<file path="src/rtl/zws_pkg.sv">
`timescale 1ns/1ps
package zws_pkg;
  localparam int LANES  = 4;
  localparam int LANE_W = 9;
  localparam int WORD_W = LANES * LANE_W;
  localparam int CNT_W  = 2;

  typedef struct packed {
    logic             vld;
    logic             wr;
    logic [LANES-1:0] lane_we;
  } op_t;
endpackage

</file>
<file path="src/rtl/zws_burst.sv">
`timescale 1ns/1ps
module zws_burst
  import zws_pkg::*;
#(
  parameter int ADDR_W = 6
) (
  input  logic              clk,
  input  logic              rst_n,
  input  logic              en,
  input  logic              adv,
  input  logic              sel_ok,
  input  logic              snooze,
  input  logic              wr_in,
  input  logic              il_in,
  input  logic [ADDR_W-1:0] addr_in,
  output logic              cmd_vld,
  output logic              cmd_wr,
  output logic [ADDR_W-1:0] cmd_addr
);
  localparam int HI_W = ADDR_W - CNT_W;

  logic              act_q, act_d;
  logic              wr_q, wr_d;
  logic              il_q, il_d;
  logic [ADDR_W-1:0] base_q, base_d;
  logic [CNT_W-1:0]  cnt_q, cnt_d;
  logic [CNT_W-1:0]  lo_step;

  always_comb begin
    lo_step = il_q ? (base_q[CNT_W-1:0] ^ (cnt_q + 1'b1))
                   : (base_q[CNT_W-1:0] + (cnt_q + 1'b1));
  end

  // next-state: load, advance or hold
  always_comb begin
    act_d    = act_q;
    wr_d     = wr_q;
    il_d     = il_q;
    base_d   = base_q;
    cnt_d    = cnt_q;
    cmd_vld  = 1'b0;
    cmd_wr   = wr_q;
    cmd_addr = base_q;
    if (!snooze) begin
      if (!adv) begin
        act_d    = sel_ok;
        wr_d     = wr_in;
        il_d     = il_in;
        base_d   = addr_in;
        cnt_d    = '0;
        cmd_vld  = sel_ok;
        cmd_wr   = wr_in;
        cmd_addr = addr_in;
      end else if (act_q) begin
        cnt_d    = cnt_q + 1'b1;
        cmd_vld  = 1'b1;
        cmd_addr = {base_q[ADDR_W-1:CNT_W], lo_step};
      end
    end
  end

  always_ff @(posedge clk or negedge rst_n) begin
    if (!rst_n) begin
      act_q  <= 1'b0;
      wr_q   <= 1'b0;
      il_q   <= 1'b0;
      base_q <= '0;
      cnt_q  <= '0;
    end else if (en) begin
      act_q  <= act_d;
      wr_q   <= wr_d;
      il_q   <= il_d;
      base_q <= base_d;
      cnt_q  <= cnt_d;
    end
  end

  // an accepted advance moves the counter by exactly one
  a_r6_count_step: assert property (@(posedge clk) disable iff (!rst_n)
    (en && adv && act_q && !snooze) |=> (cnt_q == $past(cnt_q) + 2'd1));

  // a load always restarts the burst at offset zero
  a_r6_load_restart: assert property (@(posedge clk) disable iff (!rst_n)
    (en && !adv && !snooze) |=> (cnt_q == '0));

  logic unused_hi;
  assign unused_hi = ^HI_W;
endmodule

</file>
<file path="src/rtl/zws_wpipe.sv">
`timescale 1ns/1ps
module zws_wpipe
  import zws_pkg::*;
#(
  parameter int ADDR_W = 6
) (
  input  logic              clk,
  input  logic              rst_n,
  input  logic              en,
  input  op_t               in_op,
  input  logic [ADDR_W-1:0] in_addr,
  output op_t               s1_op,
  output logic [ADDR_W-1:0] s1_addr,
  output op_t               s2_op,
  output logic [ADDR_W-1:0] s2_addr
);
  op_t               s1_q, s2_q;
  logic [ADDR_W-1:0] a1_q, a2_q;

  always_ff @(posedge clk or negedge rst_n) begin
    if (!rst_n) begin
      s1_q <= '0;
      s2_q <= '0;
      a1_q <= '0;
      a2_q <= '0;
    end else if (en) begin
      s1_q <= in_op;
      a1_q <= in_addr;
      s2_q <= s1_q;
      a2_q <= a1_q;
    end
  end

  assign s1_op   = s1_q;
  assign s1_addr = a1_q;
  assign s2_op   = s2_q;
  assign s2_addr = a2_q;

  // a disabled edge leaves both stages untouched
  a_r9_freeze: assert property (@(posedge clk) disable iff (!rst_n)
    !en |=> ($stable(s1_q) && $stable(s2_q) && $stable(a1_q) && $stable(a2_q)));

  // a write in stage two is the one that sat in stage one an edge earlier
  a_r2_stage_shift: assert property (@(posedge clk) disable iff (!rst_n)
    en |=> (s2_q == $past(s1_q) && a2_q == $past(a1_q)));
endmodule

</file>
<file path="src/rtl/zws_array.sv">
`timescale 1ns/1ps
module zws_array
  import zws_pkg::*;
#(
  parameter int ADDR_W = 6
) (
  input  logic              clk,
  input  logic              rst_n,
  input  logic              en,
  input  logic              wr_go,
  input  logic [ADDR_W-1:0] wr_addr,
  input  logic [LANES-1:0]  wr_lane,
  input  logic [WORD_W-1:0] wr_data,
  input  logic              rd_go,
  input  logic [ADDR_W-1:0] rd_addr,
  output logic              rd_vld,
  output logic [WORD_W-1:0] rd_data
);
  localparam int DEPTH = 1 << ADDR_W;

  logic [WORD_W-1:0] mem [DEPTH];
  logic [WORD_W-1:0] mem_word;
  logic [WORD_W-1:0] merged;
  logic              hit;
  logic              vld_q;
  logic [WORD_W-1:0] dat_q;

  always_ff @(posedge clk) begin
    if (en && wr_go) begin
      for (int i = 0; i < LANES; i++) begin
        if (wr_lane[i]) mem[wr_addr][i*LANE_W +: LANE_W] <= wr_data[i*LANE_W +: LANE_W];
      end
    end
  end

  assign mem_word = mem[rd_addr];
  assign hit      = wr_go && (wr_addr == rd_addr);

  for (genvar g = 0; g < LANES; g++) begin : g_fwd
    assign merged[g*LANE_W +: LANE_W] = (hit && wr_lane[g]) ? wr_data[g*LANE_W +: LANE_W]
                                                             : mem_word[g*LANE_W +: LANE_W];
  end

  always_ff @(posedge clk or negedge rst_n) begin
    if (!rst_n) begin
      vld_q <= 1'b0;
      dat_q <= '0;
    end else if (en) begin
      vld_q <= rd_go;
      if (rd_go) dat_q <= merged;
    end
  end

  assign rd_vld  = vld_q;
  assign rd_data = dat_q;

  // an enabled read in stage one is presented after the next edge
  a_r1_read_out: assert property (@(posedge clk) disable iff (!rst_n)
    (en && rd_go) |=> vld_q);
endmodule

</file>
<file path="src/rtl/zws_sram.sv">
`timescale 1ns/1ps
module zws_sram
  import zws_pkg::*;
#(
  parameter int ADDR_W = 6
) (
  input  logic              clk,
  input  logic              rst_n,
  input  logic              clk_en_n,
  input  logic [ADDR_W-1:0] addr,
  input  logic              adv_ld,
  input  logic              wr_n,
  input  logic [LANES-1:0]  byte_wr_n,
  input  logic              sel1_n,
  input  logic              sel2,
  input  logic              sel3_n,
  input  logic              order_il,
  input  logic              oe_n,
  input  logic              snooze,
  input  logic [WORD_W-1:0] dq_in,
  output logic [WORD_W-1:0] dq_out,
  output logic              dq_oe
);
  logic [1:0]        rst_sync;
  logic              rst_int;
  logic              en;
  logic              selected;
  logic              c_vld, c_wr;
  logic [ADDR_W-1:0] c_addr;
  op_t               in_op, s1_op, s2_op;
  logic [ADDR_W-1:0] s1_addr, s2_addr;
  logic              rd_vld;

  // asynchronous assert, synchronous release
  always_ff @(posedge clk or negedge rst_n) begin
    if (!rst_n) rst_sync <= 2'b00;
    else        rst_sync <= {rst_sync[0], 1'b1};
  end
  assign rst_int = rst_sync[1];

  assign en       = !clk_en_n;
  assign selected = !sel1_n && sel2 && !sel3_n;

  zws_burst #(.ADDR_W(ADDR_W)) u_burst (
    .clk      (clk),
    .rst_n    (rst_int),
    .en       (en),
    .adv      (adv_ld),
    .sel_ok   (selected),
    .snooze   (snooze),
    .wr_in    (!wr_n),
    .il_in    (order_il),
    .addr_in  (addr),
    .cmd_vld  (c_vld),
    .cmd_wr   (c_wr),
    .cmd_addr (c_addr)
  );

  always_comb begin
    in_op.vld     = c_vld;
    in_op.wr      = c_wr;
    in_op.lane_we = ~byte_wr_n;
  end

  zws_wpipe #(.ADDR_W(ADDR_W)) u_pipe (
    .clk     (clk),
    .rst_n   (rst_int),
    .en      (en),
    .in_op   (in_op),
    .in_addr (c_addr),
    .s1_op   (s1_op),
    .s1_addr (s1_addr),
    .s2_op   (s2_op),
    .s2_addr (s2_addr)
  );

  zws_array #(.ADDR_W(ADDR_W)) u_array (
    .clk     (clk),
    .rst_n   (rst_int),
    .en      (en),
    .wr_go   (s2_op.vld && s2_op.wr),
    .wr_addr (s2_addr),
    .wr_lane (s2_op.lane_we),
    .wr_data (dq_in),
    .rd_go   (s1_op.vld && !s1_op.wr),
    .rd_addr (s1_addr),
    .rd_vld  (rd_vld),
    .rd_data (dq_out)
  );

  assign dq_oe = rd_vld && !oe_n && !snooze;

  // snooze keeps every command out of the pipeline
  a_r10_snooze_blocks: assert property (@(posedge clk) disable iff (!rst_int)
    (en && snooze) |=> !s1_op.vld);

  // an unselected load never enters the pipeline
  a_r5_deselect: assert property (@(posedge clk) disable iff (!rst_int)
    (en && !adv_ld && !selected) |=> !s1_op.vld);
endmodule

</file>
<file path="config.mk">
export PLATFORM = sky130hd
export DESIGN_NAME = zws_sram
export DESIGN_NICKNAME = d
export VERILOG_FILES = /design/src/rtl/zws_pkg.sv /design/src/rtl/zws_burst.sv /design/src/rtl/zws_wpipe.sv /design/src/rtl/zws_array.sv /design/src/rtl/zws_sram.sv
export SDC_FILE = /design/constraint.sdc
export NUM_CORES = 2
export LEC_CHECK = 0
export ABC_AREA = 1
export ABC_CLOCK_PERIOD_IN_PS = 2400
export BUFFER_PORTS_ARGS = -buffer_cell sky130_fd_sc_hd__buf_2
export CORE_ASPECT_RATIO = 1.4
export CORE_MARGIN = 1
export CORE_UTILIZATION = 25
export DETAILED_ROUTE_END_ITERATION = 8
export PLACE_DENSITY_LB_ADDON = 0.3
export SLEW_MARGIN = 15
export SYNTH_ARGS = -nofsm -noshare
export SYNTH_HDL_FRONTEND = slang
export SYNTH_SLANG_ARGS = --single-unit
</file>
<file path="constraint.sdc">
create_clock -name clk -period 2.4 [get_ports clk]
set_clock_uncertainty 0.1 [all_clocks]
set_input_delay 0.72 -clock clk [delete_from_list [all_inputs] [get_ports clk]]
set_output_delay 0.72 -clock clk [all_outputs]
set_load 0.03 [all_outputs]
</file>
Word-level counts from Yosys, hierarchy flattened

Memory sizes are Yosys's and may differ from the RTL's. A register that Yosys moved wholly into a read port is not among the register bits.
Cells that the tools add are included.

Reductions and logical operators: 18
Muxes and demuxes: 23
Equal/unequal tests: 1
$add $sub $neg: 2
Bitwise operators: 5

Operators with widths:

| kind                                                                    | number |
|---|---|
| 1-bit 2-to-1 mux                                                        | 17 |
| 6-bit 2-to-1 mux                                                        | 2 |
| 1-bit logical NOT                                                       | 8 |
| 2-bit 2-to-1 mux                                                        | 4 |
| 1-bit logical AND                                                       | 7 |
| 3-bit AND reduction                                                     | 2 |
| 4-bit NOT                                                               | 1 |
| 1-bit NOT                                                               | 3 |
| 2-bit by 1-bit adder with 2-bit output, second input constant           | 1 |
| 2-bit adder                                                             | 1 |
| 2-bit by 1-bit inequality test with 1-bit output, second input constant | 1 |
| 2-bit AND reduction                                                     | 1 |
| 2-bit bitwise XOR                                                       | 1 |

Logic and storage cells: 64
Bits in writable memories: 2,304
Input port bits: 57
Bits in registers: 37
Output and inout bits: 37
Memories kept: 1

Memories:

| memory      | words | width | rd ports | clocked after Yosys merged registers in | write ports | RTL line        | text |
|---|---|---|---|---|---|---|---|
| u_array.mem | 64    | 36    | 1        | 1                                       | 1           | zws_array.sv:21 | `logic [WORD_W-1:0] mem [DEPTH];` |

Longest topological paths before layout

Word-level depth: 6
Gate-level depth with buffers: 14

Cells and area by module

A second synthesis with hierarchy kept.

Cells, all modules: 8,323
Area, all modules: 96,745.3 um2

Modules (own cells, without submodules):

| module    | area an instance (um2) | instances | sequential area each (um2) | cells an instance |
|---|---|---|---|---|
| zws_array | 94,977.3               | 1         | 70,112.2                   | 8,116 |
| zws_wpipe | 979.7                  | 1         | 600.6                      | 102 |
| zws_burst | 669.4                  | 1         | 275.3                      | 86 |
| zws_sram  | 118.9                  | 1         | 50.0                       | 19 |

Worst setup path after synthesis

No wires, ideal clock.

Path kind: input to register
From: input clk_en_n
To: memory u_array.mem[10][0] in the netlist's numbering, enable pin
Arrival: 1.919 ns
Setup slack: 0.007 ns
Stages on the path: 6
Data required time: 1.926 ns
Path buffers: 1
Setup time: 0.374 ns
Path through: inv_1 nand3_1 inv_2 nand2_1 clkbuf_1 nor2_1

Cells in the longest elaborated chain, start to end: 4

RTL lines:

| element                                | RTL line        | text |
|---|---|---|
| start, declared                        | zws_sram.sv:9   | `input logic clk_en_n,` |
| 1-bit logical NOT                      | zws_sram.sv:41  | `assign en = !clk_en_n;` |
| 1-bit logical AND                      | zws_array.sv:29 | `if (en && wr_go) begin` |
| 1-bit 2-to-1 mux                       | zws_array.sv:29 |  |
| 1-bit 2-to-1 mux (not written as such) | zws_array.sv:31 | `if (wr_lane[i]) mem[wr_addr][i*LANE_W +: LANE_W] <= wr_data[i*LANE_W +: LANE_W];` |
| end, declared                          | zws_array.sv:21 |  |

No other way between the ends.

==> flow_summary.ini <==
[placed_design]
dp_cells = 13662
gp_congestion = 0.898
placed_cell_area_um2 = 110000
dp_hpwl_um = 230000
io_buffers = 93

[yosys]
syn_area_um2 = 96500
synthFlopType = edfxtp_1
synth_area_per_cell_um2 = 11.7
async_flop_share = 0.0307
synth_warnings = 0
synth_common_cells = 2775 x nand2_1, 2304 x edfxtp_1, 2157 x nand3_1
synth-seq-cells = 2377
syn_inst = 8271
yosys.cell_count.top_type = nand2_1
syn_nets = 8329
yosys.cell_types.count = 29
yosysTopAreaCell = edfxtp_1
synth.yosys.seq_area_share = 0.736
synth_edf_count = 2304
synth_area_leaders = edfxtp_1 72%, nand3_1 11%, nand2_1 11%
synth_top_area_share = 0.717

[final_layout]
drive_gt1_frac = 0.183
syn_to_final_growth_pct = 25.1
final_cells = 14174
fin_area_um2 = 121000
nets = 9027
utilization = 0.315

[worst_setup_path]
path_max_fanout = 4
end_kind = flip-flop
max_stage_delay_ps = 440
cp_cell_sequence = buf_12 > inv_16 > buf_12 > buf_16 > buf_6 > nand2_2 > nand4_1 > nor3_4 > buf_12 > buf_6 > nand3_4 > buf_12 > buf_16 > o21ai_2 > inv_1 > nand2_1 > nand2_1
crit_buf_inv = 10
cp-start-kind = flip-flop
cpMaxStageDelayCell = dfrtp_4
cp.arrival_ps = 3310
cp_top_family = buffers and inverters
rr_startpoint = u_pipe.s1_addr[0]
path_class = flip-flop to flip-flop
cpMostUsedCell = buf_12
crit_start = u_pipe.s1_addr[0]
required_ps = 3110

[hold_path]
hold_start = dq_in[6]
hold_class = input pin to flip-flop

[route]
wl_per_cell_um = 24.3
drt-pass1-iter-count = 6
avgViaCountPerCell = 4.77
first_iter_violations = 6475
drc = 0
num_vias = 67549
drtAntennaViolNets = 0
wirelength_um = 344000

[timing]
layout_setup_ws_ps = -193
slew_viol_final = 0
tightest_slew_ps = 897
rsz0062_at_grt = yes
timing.fmax_mhz = 386
setup_viol = 43
hold_ws_ps = 143
timing.final.crit_share = 1.08
slew_headroom = 0.402
hold_viol = 0
fin_setup_tns_ps = -3070
period_minus_slack_ps = 2590

[die]
io-pin-count = 94
fp.dieH_um = 737
die-area_um2 = 389000
die_x_um = 527
rows = 269
core_area_um2 = 384000
initial_core_util = 0.251

[run]
drv_cap = 0

[global_route]
grt_max_degree = 66
grt_pass1_wl_um = 486000
grtUsageTotal = 0.172
antenna_found_initial = 25
grt-ovfl-total = 0
grt_pass1_vias = 66484

[pwr]
p_leak_nw = 43.4
power_density_nw_per_um2 = 845
ir_drop_uv = 652

[clock_network]
clk_pin_slew_worst_paths_ps = 70
cts_root_buf = clkbuf_16
htree_num_levels = 4
clock_latency_ps = 930
clock-sinks = 2377
cts_tree = done
clock_path_buffers = 4
numCtsBuffers = 217

[run_status]
failed_checks = setup timing
status = finished with violations
==> final cells by class <==
type,count,area (um^2)
fill,38393,263000
sequential,2377,71100
multi-input combinational,5293,24400
timing repair buffer,1021,11800
tap,5013,6270
clock buffer,261,5690
clock inverter,129,1210
inverter,59,263
antenna,21,52.6
==> metal layers <==
metal	global-route usage	vias to the layer above	routed length (um)
met5	0	-	93
met4	0.100	14	21000
met3	0.0195	657	19800
met2	0.303	2460	173000
met1	0.202	33856	130000
li1	-	30562	-
==> flip-flops by register name, summed over array words and instances (netlist names), 6 cells and up <==
signal / flops
u_array.mem: 2304
u_pipe.s2_addr: 6
u_pipe.s2_op: 6
u_array.rd_data: 36
u_burst.base_q: 6
u_pipe.s1_op: 6
u_pipe.s1_addr: 6
==> final timing paths <==
kind / slack, ps / to / cells past startpoint
worst min-delay path: 140 / u_array.mem[60][6] / 1
worst min register to register: 220 / u_pipe.s1_addr[3] / 0
max in group asynchronous: 1310 / u_array.rd_data[34] / 1
min in group asynchronous: 220 / u_pipe.s1_addr[3] / 0
worst max register to register: -190 / u_array.rd_data[26] / 17
worst max-delay path: -190 / u_array.rd_data[26] / 17
==> worst reg2reg max path, cell delays in order (launching register included) <==
cell and delay, ps:
dfrtp_4 440, buf_12 130, inv_16 40, buf_12 140, buf_16 140, buf_6 110, nand2_2 40, nand4_1 120
nor3_4 220, buf_12 140, buf_6 90, nand3_4 160, buf_12 210, buf_16 130, o21ai_2 100, inv_1 50
nand2_1 80, nand2_1 50
==> report_power, final <==
group          switching (mW)  internal (mW)
registers               0.772           45.9
logic                    13.5           7.10
clock network            15.8           19.0
total                    30.1           71.9
==> cells by family (layout without fill, tap and decap cells) <==
| kind of cell | after synthesis | in the layout | share of synthesized area |
|---|---|---|---|
| buffers and inverters | 601 | 1470 | 0.0281 |
| xor gates and xnor gates | 1 | 1 | 0.0000908 |
| DFF | 2377 | 2377 | 0.736 |
| other | 1 | 22 | 0.0000389 |
| adders and majority gates | 1 | 1 | 0.000130 |
| AOI/OAI and AO/OA | 66 | 66 | 0.00367 |
| and+or+nand+nor | 5224 | 5224 | 0.232 |
==> cell usage in the layout, fill, tap and decap left out, types with 12 or more instances in the layout <==
| cell | instances |
|---|---|
| buf_12 | 238 |
| buf_16 | 26 |
| buf_2 | 62 |
| buf_4 | 586 |
| buf_6 | 61 |
| bufbuf_16 | 12 |
| bufinv_16 | 19 |
| clkbuf_1 | 36 |
| clkbuf_16 | 226 |
| clkinv_1 | 43 |
| clkinv_2 | 33 |
| clkinvlp_4 | 14 |
| dfrtp_1 | 46 |
| dfrtp_2 | 21 |
| diode_2 | 21 |
| dlygate4sd3_1 | 17 |
| edfxtp_1 | 2304 |
| inv_1 | 44 |
| nand2_1 | 2691 |
| nand2_2 | 70 |
| nand2_4 | 15 |
| nand3_1 | 1970 |
| nand3_2 | 159 |
| nand3_4 | 32 |
| nor2_1 | 261 |
| nor3_1 | 17 |
| o21ai_0 | 20 |
| o21ai_2 | 30 |
==> what timing repair did <==
item	4_1_cts	5_1_grt
hold endpoints to repair	20	0
endpoints found under the setup margin	605	344
hold buffers	17	0
gates resized for setup	415	164
setup buffers	45	11
gates cloned	27	8
pin swaps	51	35
==> stage by stage <==
step / power [mW] / worst slack (ps)
2_1_floorplan: 56.3 / 6.97
3_3_place_gp: 65.6 / -320
3_5_place_dp: 65.6 / -400
4_1_cts: 102 / -207
5_1_grt: 105 / -235
6_report: 102 / -193
Note: power is estimated with default switching activity, not from simulation.
